===== src/rtl/cmc_pkg.sv =====
`timescale 1ns/1ps
package cmc_pkg;
    parameter int MODE_W  = 3;
    parameter int FIELD_W = 3;

    typedef enum logic [MODE_W-1:0] {
        CAL_RUN_DATE = 3'd0,
        CAL_RUN_WDAY = 3'd1,
        CAL_ED_Y3    = 3'd2,
        CAL_ED_Y2    = 3'd3,
        CAL_ED_Y1    = 3'd4,
        CAL_ED_Y0    = 3'd5,
        CAL_ED_MON   = 3'd6,
        CAL_ED_DAY   = 3'd7
    } cal_st_e;

    typedef enum logic [MODE_W-1:0] {
        ALM_IDLE   = 3'd0,
        ALM_VIEW   = 3'd1,
        ALM_ED_Y3  = 3'd2,
        ALM_ED_Y2  = 3'd3,
        ALM_ED_Y1  = 3'd4,
        ALM_ED_Y0  = 3'd5,
        ALM_ED_MON = 3'd6,
        ALM_ED_DAY = 3'd7
    } alm_st_e;

    typedef enum logic [FIELD_W-1:0] {
        FLD_NONE = 3'd0,
        FLD_Y3   = 3'd1,
        FLD_Y2   = 3'd2,
        FLD_Y1   = 3'd3,
        FLD_Y0   = 3'd4,
        FLD_MON  = 3'd5,
        FLD_DAY  = 3'd6
    } field_e;
endpackage


===== src/rtl/cmc_cal_fsm.sv =====
`timescale 1ns/1ps
module cmc_cal_fsm
    import cmc_pkg::*;
(
    input  logic    clk,
    input  logic    rst,
    input  logic    cal_sel_p,
    input  logic    alm_busy,
    output cal_st_e state,
    output field_e  field,
    output logic    editing,
    output logic    idle
);
    cal_st_e st_q, st_nx;

    // state register
    always_ff @(posedge clk) begin
        if (rst) st_q <= CAL_RUN_DATE;
        else     st_q <= st_nx;
    end

    // next state
    always_comb begin
        st_nx = st_q;
        if (cal_sel_p) begin
            if (alm_busy) begin
                st_nx = CAL_RUN_DATE;          // abort out of the alarm menu
            end else begin
                unique case (st_q)
                    CAL_RUN_DATE: st_nx = CAL_RUN_WDAY;
                    CAL_RUN_WDAY: st_nx = CAL_ED_Y3;
                    CAL_ED_Y3:    st_nx = CAL_ED_Y2;
                    CAL_ED_Y2:    st_nx = CAL_ED_Y1;
                    CAL_ED_Y1:    st_nx = CAL_ED_Y0;
                    CAL_ED_Y0:    st_nx = CAL_ED_MON;
                    CAL_ED_MON:   st_nx = CAL_ED_DAY;
                    CAL_ED_DAY:   st_nx = CAL_RUN_DATE;
                endcase
            end
        end
    end

    // outputs
    always_comb begin
        field   = FLD_NONE;
        editing = 1'b0;
        idle    = 1'b0;
        unique case (st_q)
            CAL_RUN_DATE: idle = 1'b1;
            CAL_RUN_WDAY: ;
            CAL_ED_Y3:    begin field = FLD_Y3;  editing = 1'b1; end
            CAL_ED_Y2:    begin field = FLD_Y2;  editing = 1'b1; end
            CAL_ED_Y1:    begin field = FLD_Y1;  editing = 1'b1; end
            CAL_ED_Y0:    begin field = FLD_Y0;  editing = 1'b1; end
            CAL_ED_MON:   begin field = FLD_MON; editing = 1'b1; end
            CAL_ED_DAY:   begin field = FLD_DAY; editing = 1'b1; end
        endcase
    end

    assign state = st_q;
endmodule


===== src/rtl/cmc_alm_fsm.sv =====
`timescale 1ns/1ps
module cmc_alm_fsm
    import cmc_pkg::*;
(
    input  logic    clk,
    input  logic    rst,
    input  logic    alm_sel_p,
    input  logic    cal_sel_p,
    input  logic    cal_idle,
    output alm_st_e state,
    output field_e  field,
    output logic    editing,
    output logic    busy
);
    alm_st_e st_q, st_nx;

    // state register
    always_ff @(posedge clk) begin
        if (rst) st_q <= ALM_IDLE;
        else     st_q <= st_nx;
    end

    // next state: calendar key has priority and aborts the menu
    always_comb begin
        st_nx = st_q;
        if (cal_sel_p) begin
            st_nx = ALM_IDLE;
        end else if (alm_sel_p && cal_idle) begin
            unique case (st_q)
                ALM_IDLE:   st_nx = ALM_VIEW;
                ALM_VIEW:   st_nx = ALM_ED_Y3;
                ALM_ED_Y3:  st_nx = ALM_ED_Y2;
                ALM_ED_Y2:  st_nx = ALM_ED_Y1;
                ALM_ED_Y1:  st_nx = ALM_ED_Y0;
                ALM_ED_Y0:  st_nx = ALM_ED_MON;
                ALM_ED_MON: st_nx = ALM_ED_DAY;
                ALM_ED_DAY: st_nx = ALM_VIEW;
            endcase
        end
    end

    // outputs
    always_comb begin
        field   = FLD_NONE;
        editing = 1'b0;
        busy    = 1'b1;
        unique case (st_q)
            ALM_IDLE:   busy = 1'b0;
            ALM_VIEW:   ;
            ALM_ED_Y3:  begin field = FLD_Y3;  editing = 1'b1; end
            ALM_ED_Y2:  begin field = FLD_Y2;  editing = 1'b1; end
            ALM_ED_Y1:  begin field = FLD_Y1;  editing = 1'b1; end
            ALM_ED_Y0:  begin field = FLD_Y0;  editing = 1'b1; end
            ALM_ED_MON: begin field = FLD_MON; editing = 1'b1; end
            ALM_ED_DAY: begin field = FLD_DAY; editing = 1'b1; end
        endcase
    end

    assign state = st_q;
endmodule


===== src/rtl/cmc_strobe_route.sv =====
`timescale 1ns/1ps
module cmc_strobe_route
    import cmc_pkg::*;
(
    input  logic   inc_p,
    input  logic   dec_p,
    input  logic   cal_editing,
    input  logic   alm_editing,
    input  field_e cal_field,
    input  field_e alm_field,
    output logic   cal_inc,
    output logic   cal_dec,
    output logic   alm_inc,
    output logic   alm_dec,
    output field_e edit_field
);
    always_comb begin
        cal_inc    = 1'b0;
        cal_dec    = 1'b0;
        alm_inc    = 1'b0;
        alm_dec    = 1'b0;
        edit_field = FLD_NONE;
        if (cal_editing) begin
            cal_inc    = inc_p;
            cal_dec    = dec_p;
            edit_field = cal_field;
        end else if (alm_editing) begin
            alm_inc    = inc_p;
            alm_dec    = dec_p;
            edit_field = alm_field;
        end
    end
endmodule


===== src/rtl/cal_alarm_mode_ctrl.sv =====
`timescale 1ns/1ps
module cal_alarm_mode_ctrl
    import cmc_pkg::*;
(
    input  logic               clk,
    input  logic               rst,
    input  logic               cal_sel_p,
    input  logic               alm_sel_p,
    input  logic               inc_p,
    input  logic               dec_p,
    output logic [MODE_W-1:0]  cal_mode,
    output logic [MODE_W-1:0]  alm_mode,
    output logic [FIELD_W-1:0] edit_field,
    output logic               cal_inc,
    output logic               cal_dec,
    output logic               alm_inc,
    output logic               alm_dec,
    output logic               date_run
);
    cal_st_e cal_st;
    alm_st_e alm_st;
    field_e  cal_fld, alm_fld, fld_out;
    logic    cal_edit, cal_idle, alm_edit, alm_busy;

    cmc_cal_fsm u_cal (
        .clk       (clk),
        .rst       (rst),
        .cal_sel_p (cal_sel_p),
        .alm_busy  (alm_busy),
        .state     (cal_st),
        .field     (cal_fld),
        .editing   (cal_edit),
        .idle      (cal_idle)
    );

    cmc_alm_fsm u_alm (
        .clk       (clk),
        .rst       (rst),
        .alm_sel_p (alm_sel_p),
        .cal_sel_p (cal_sel_p),
        .cal_idle  (cal_idle),
        .state     (alm_st),
        .field     (alm_fld),
        .editing   (alm_edit),
        .busy      (alm_busy)
    );

    cmc_strobe_route u_route (
        .inc_p       (inc_p),
        .dec_p       (dec_p),
        .cal_editing (cal_edit),
        .alm_editing (alm_edit),
        .cal_field   (cal_fld),
        .alm_field   (alm_fld),
        .cal_inc     (cal_inc),
        .cal_dec     (cal_dec),
        .alm_inc     (alm_inc),
        .alm_dec     (alm_dec),
        .edit_field  (fld_out)
    );

    assign cal_mode   = cal_st;
    assign alm_mode   = alm_st;
    assign edit_field = fld_out;
    assign date_run   = (cal_idle && !alm_busy) || (cal_st == CAL_RUN_WDAY);
endmodule


===== config.mk =====
export PLATFORM = sky130hd
export DESIGN_NAME = cal_alarm_mode_ctrl
export DESIGN_NICKNAME = d
export VERILOG_FILES = /design/src/rtl/cmc_pkg.sv /design/src/rtl/cmc_cal_fsm.sv /design/src/rtl/cmc_alm_fsm.sv /design/src/rtl/cmc_strobe_route.sv /design/src/rtl/cal_alarm_mode_ctrl.sv
export SDC_FILE = /design/constraint.sdc
export NUM_CORES = 1
export LEC_CHECK = 0
export ABC_AREA = 0
export BUFFER_PORTS_ARGS = -buffer_cell sky130_fd_sc_hd__buf_2
export CORE_MARGIN = 3
export CORE_UTILIZATION = 40
export CTS_CLUSTER_DIAMETER = 100
export CTS_CLUSTER_SIZE = 28
export DETAILED_ROUTE_END_ITERATION = 8
export GPL_ROUTABILITY_DRIVEN = 0
export GPL_TIMING_DRIVEN = 1
export PLACE_DENSITY_LB_ADDON = 0.08
export SYNTH_ARGS = -nofsm -noshare
export SYNTH_HDL_FRONTEND = slang
export SYNTH_SLANG_ARGS = --single-unit
export TNS_END_PERCENT = 100

===== constraint.sdc =====
create_clock -name clk -period 4.04 [get_ports clk]
set_clock_uncertainty 0.15 [all_clocks]
set_input_delay 0.808 -clock clk [delete_from_list [all_inputs] [get_ports clk]]
set_output_delay 0.808 -clock clk [all_outputs]
set_load 0.05 [all_outputs]

==> metrics, run 1 <==
CTS tree built; Slew Viols, Final 0; hold violation count in the final report 0; Initial Util 0.4371; core box area around 1300 sq um; Synth top cells by count 9 x dfxtp_1, 6 x a21oi_1, 6 x ha_1; area of the multi-input gates roughly 370 sq um; detailed placer's ending HPWL about 880 um; CTS max path bufs 2; Die Area around 2000 sq um; clock sink count 9; met1 usage 0.1802; Num CTS Buffers 3; CTS clk-pin slew, worst paths 0.06 ns; layout cells sized above 1 0.3293; pin count of the biggest net entering global routing 11; post-synthesis mux area share 0.08584; Antenna Cells 0; Final Cycle Share 0.6506; Register Area 180.2 sq um; Most used DFF post-synth dfxtp_1; drt total wl 1128 um; Worst-Margin Slew 0.3958 ns; Post-Syn Nets 74; Cell Area, Synth slightly below 600 sq um; Clk Latency, worst-skew pair approximately 0.25 ns; nets@finish 95; fmax 0.3804 GHz; Power Total 0.2206 mW; Synth Area in XOR/XNOR 0; critical path fanouts, max 6; via count 507; post-CTS sizing 0; Most Used Layer, Global Route met2; Top Ports 20; Worst Path Required 3.08 ns; r2r setup slk between 2 and 2.5 ns; critical path arrival roughly 1.7 ns; H-Tree Level Count 1; drt via density 5.227; area delta synth->final 21.46%; Syn Area/Cell ~9.4 sq um; clk root buf clkbuf_4; Hold Path Class flop to flop; WS Path Type flop to output pin; synth warn 0; Synth top area share 0.3090; ANT nets after route 0; number of I/O port buffers 19; simple logic cell fraction of the synthesized area 0.2232; RSZ-0062 raised after global routing no; Gate Count Post-Synth 62; DRT iter0 DRCs 6; final std cells w/o fill 97; Yosys reg bits 9; Synth area leader dfxtp_1; # hold bufs at CTS 0; EDFF count, synth 0; Seq/Total Area, Yosys 0.3090; DRC 0; met3 Use GR 0.04065; dpl cells 93; Lkg Pwr 0.3343 nW; initial antenna violation count 0; Synth Area in Compound Gates 0.2017; Startpoint Class flop; Post-CTS Setup Repair Bufs 0; largest cells by area after synthesis dfxtp_1 31%, ha_1 13%, mux2i_1 8.6%; 1st-pass router iterations 4; Adder-Cell Fraction of Synth Area 0.1288; element type at the critical path end output pin; Filler cells 128; status finished clean; Period minus WS final 2.629 ns; Row Count 13; first-pass GRT wire length 1938 um; Synth cell types 24; Async S/R FF share, synth 0; drt wl/cell 11.63 um; power density cells 311.5 nW/um^2; slew margin rel. 0.7350; total grt overflow 0; peak supply drop between 0.1 and 0.15 mV; Max-Cap Viols 0; Die Wd 44.18 um; grt met2 use 0.1919; setup TNS 0 ns; vias in the first global route between 400 and 500; gr usage total 0.1321; top-count cell post-synth dfxtp_1; die height 44.18 um; largest family of logic cells by synthesized area simple AND/OR/NAND/NOR gates; endpoints failing setup 0
-- final cells by class --
cell class                      instances  share of cell area
Clock buffer                            4             0.03710
Multi-Input combinational cell         46              0.5265
Sequential cell                         9              0.2544
Timing Repair Buffer                   19              0.1343
Inverter                                4             0.02120
Tap cell                               15             0.02650
-- power by group --
group | internal [mW] | total [mW] | switching (mW)
Sequential | 0.0938 | 0.0994 | 0.00563
Clock | 0.0379 | 0.0672 | 0.0293
Combinational | 0.0168 | 0.0540 | 0.0372
Total | 0.149 | 0.221 | 0.0721
-- per-layer routing --
layer / vias to the layer above / share of wire
li1: 266 / -
met1: 219 / 0.52
met5: - / 0
met2: 20 / 0.38
met3: 2 / 0.096
met4: 0 / 0.0053
-- critical path, stage by stage (launching register included) --
cell and delay [ns]:
dfxtp_1 0.40, inv_1 0.08, ha_1 0.25, a211oi_1 0.24, a211oi_1 0.07, a21o_1 0.16
buf_2 0.20
-- stage by stage --
step,setup slack [ns],hold WS [ns],area [sq um],utilization
2_1_floorplan,0.4096,0.3219,583.1,-
3_3_place_gp,1.702,0.3485,681.9,0.5113
3_5_place_dp,1.674,0.3564,681.9,0.5113
4_1_cts,1.384,0.3569,708.2,0.5310
5_1_grt,1.234,0.3923,708.2,0.5310
6_report,1.411,0.3510,708.2,0.5310
-- layout by cell type, fill, tap and decap left out, drive strengths merged, types with 2 or more instances in the layout --
cell,n
a211oi,2
a21o,2
a21oi,6
and2,2
buf,19
clkbuf,4
dfxtp,9
ha,6
inv,4
mux2i,5
nand2b,3
nand3,2
nor2,2
nor2b,3
nor3,4
o21ai,2
-- cells by family (layout without fill, tap and decap cells) --
logic type | count (synthesis) | count (layout)
and+or+nand+nor | 18 | 18
AOI/OAI and AO/OA | 17 | 17
adders and majority gates | 6 | 6
buffers and inverters | 7 | 27
muxes | 5 | 5
DFF | 9 | 9
-- worst paths after layout --
kind	start	endpoint	cells past startpoint
max	u_alm.state[0]	edit_field[1]	6
min	flop	u_cal.state[2]	2
max reg2reg	u_alm.state[0]	flop	8
min reg2reg	flop	u_cal.state[2]	2
Power figures use the tool's default switching activity.
==> run 2, diff against run 1 <==
- clock period: 4.04 -> 2.6 ns (I/O delays scaled with it)
==> run 2 against run 1 <==
Net effect: combinational power rose by 56%; count of clock-buffer cells in the layout unchanged; register-to-register slack lost 1.4 ns; utilization grew 1.4 points; critical path type unchanged; largest power group unchanged; worst setup slack got worse by 1.2 ns; non-clock buffer count is the same; largest cell class unchanged; sequential power rose by 56%; global-route usage increased by 0.60 points; die area unchanged; wire length increased by 3.7%; clock power grew 65%.
==> metrics, run 2 (synthesized netlist as in run 1, its figures left out) <==
setup TNS 0 ns (unchanged); number of I/O port buffers 19 (unchanged); drt total wl 1170 um (+3.7%); Power Total 0.3497 mW (+59%); vias in the first global route 478 (+5.5%); fmax roughly 0.42 GHz; most frequent cells in the layout 19 x buf_2, 9 x dfxtp_1, 6 x a21oi_1, 6 x ha_1, 5 x mux2i_1; clock sink count 9 (unchanged); Layout Utilization 0.5450 (+0.01407); P_sw 0.1186 mW (+65%); via count 517 (+2.0%); WS Path Type flop to output pin; critical path arrival 1.70 ns (+0.03 ns); layout cells sized above 1 0.3415 (+0.01220); final std cells w/o fill 97 (unchanged); gr usage total 0.1381 (+0.005968); slew margin rel. 0.7441 (+0.009047); Row Count 13 (unchanged); nets@finish 95 (unchanged); peak supply drop 0.2048 mV (+49%); area delta synth->final 24.68%; first-pass GRT wire length 1980 um (+2.2%); ANT nets after route 0 (unchanged); status finished clean; RSZ-0062 raised after global routing no; Top Ports 20 (unchanged); Placed Area 700.7 sq um (+2.8%); H-Tree Level Count 1 (unchanged); Gate power share 0.240 (-0.005); sw frac 0.3390 (+0.01235); DRC 0 (unchanged); hold slack 0.3562 ns (+0.005199 ns); CTS tree built; Clock Power Share 0.316 (+0.011); 1st-pass router iterations 2 (-2); final worst setup slack 0.2266 ns (-1.185 ns); Max-Cap Viols 0 (unchanged); power density cells 481.1 nW/um^2 (+54%); element type at the critical path end output pin; Post-Place Setup Slack 0.5080 ns (-1.166 ns); Die Area 1952 sq um (unchanged); core box area 1334 sq um (unchanged); endpoints failing setup 0 (unchanged); post-route cell area 726.9 sq um (+2.7%); Worst Path Required 1.93 ns (-1.15 ns); post-CTS sizing 0 (unchanged); internal power 0.2312 mW (+56%); drt via density 5.330 (+2.0%); Worst-Margin Slew 0.3823 ns (-0.01351 ns); Lkg Pwr 0.3419 nW (+2.3%); die height 44.18 um (unchanged); Startpoint Class flop; Num CTS Buffers 3 (unchanged); most common cell after layout, fill and taps aside buf_2; total grt overflow 0 (unchanged); Filler cells 134 (+4.7%); CTS max path bufs 2 (unchanged); clk root buf clkbuf_4; critical path fanouts, max 6 (unchanged); Flop pwr share 0.444 (-0.007); detailed placer's ending HPWL 929.8 um (+6.2%); dpl cells 93 (unchanged); # hold bufs at CTS 0 (unchanged); Period minus WS final 2.373 ns; Post-CTS Setup Repair Bufs 0 (unchanged); Final Cycle Share 0.9129; Slew Viols, Final 0 (unchanged); initial antenna violation count 0 (unchanged); CTS clk-pin slew, worst paths 0.06 ns (about the same); drt wl/cell 12.06 um (+3.7%); Die Wd 44.18 um (unchanged); DRT iter0 DRCs 5 (-1); Initial Util 0.4371 (unchanged); pin count of the biggest net entering global routing 11 (unchanged); hold violation count in the final report 0 (unchanged); Antenna Cells 0 (unchanged); Clk Latency, worst-skew pair 0.27 ns (+0.02 ns); Hold Path Class flop to flop
run 2: power by group through the flow:
stage	Clock, mW	Sequential (mW)	Combinational [mW]
after detailed placement	0	0.158	0.0846
final	0.111	0.155	0.0840
after global placement	0	0.158	0.0837
after floorplan	0	0.169	0.0552
after global routing	0.121	0.157	0.0907
after CTS	0.112	0.155	0.0848
run 2: path summary, 6_finish.rpt:
kind,start,endpoint,slack [ns],cells past startpoint
worst min-delay path,flop,u_cal.state[1],0.36,2
worst min register to register,flop,u_cal.state[1],0.36,2
worst max register to register,u_alm.state[0],flop,0.78,8
worst max-delay path,u_alm.state[0],edit_field[1],0.23,6
run 2: critical path: stages, from the launching register on:
cell      delay, ns
dfxtp_1        0.40
inv_1          0.08
ha_1           0.25
a211oi_1       0.26
a211oi_1       0.07
a21o_1         0.17
buf_2          0.20
run 2: layer usage:
layer  track usage  vias up  share of wire
li1              -      262              -
met1        0.1658      233           0.52
met2        0.2035       20           0.37
met3       0.06504        2          0.095
met4       0.07229        0          0.012
met5             0        -              0
run 2: area by class of cell:
type	count	area [sq um]	area share
sequential	9	180.2	0.2478
tap	15	18.77	0.02582
timing repair buffer	19	95.09	0.1308
inverter	4	15.01	0.02065
multi-input combinational	46	391.6	0.5387
clock buffer	4	26.28	0.03614
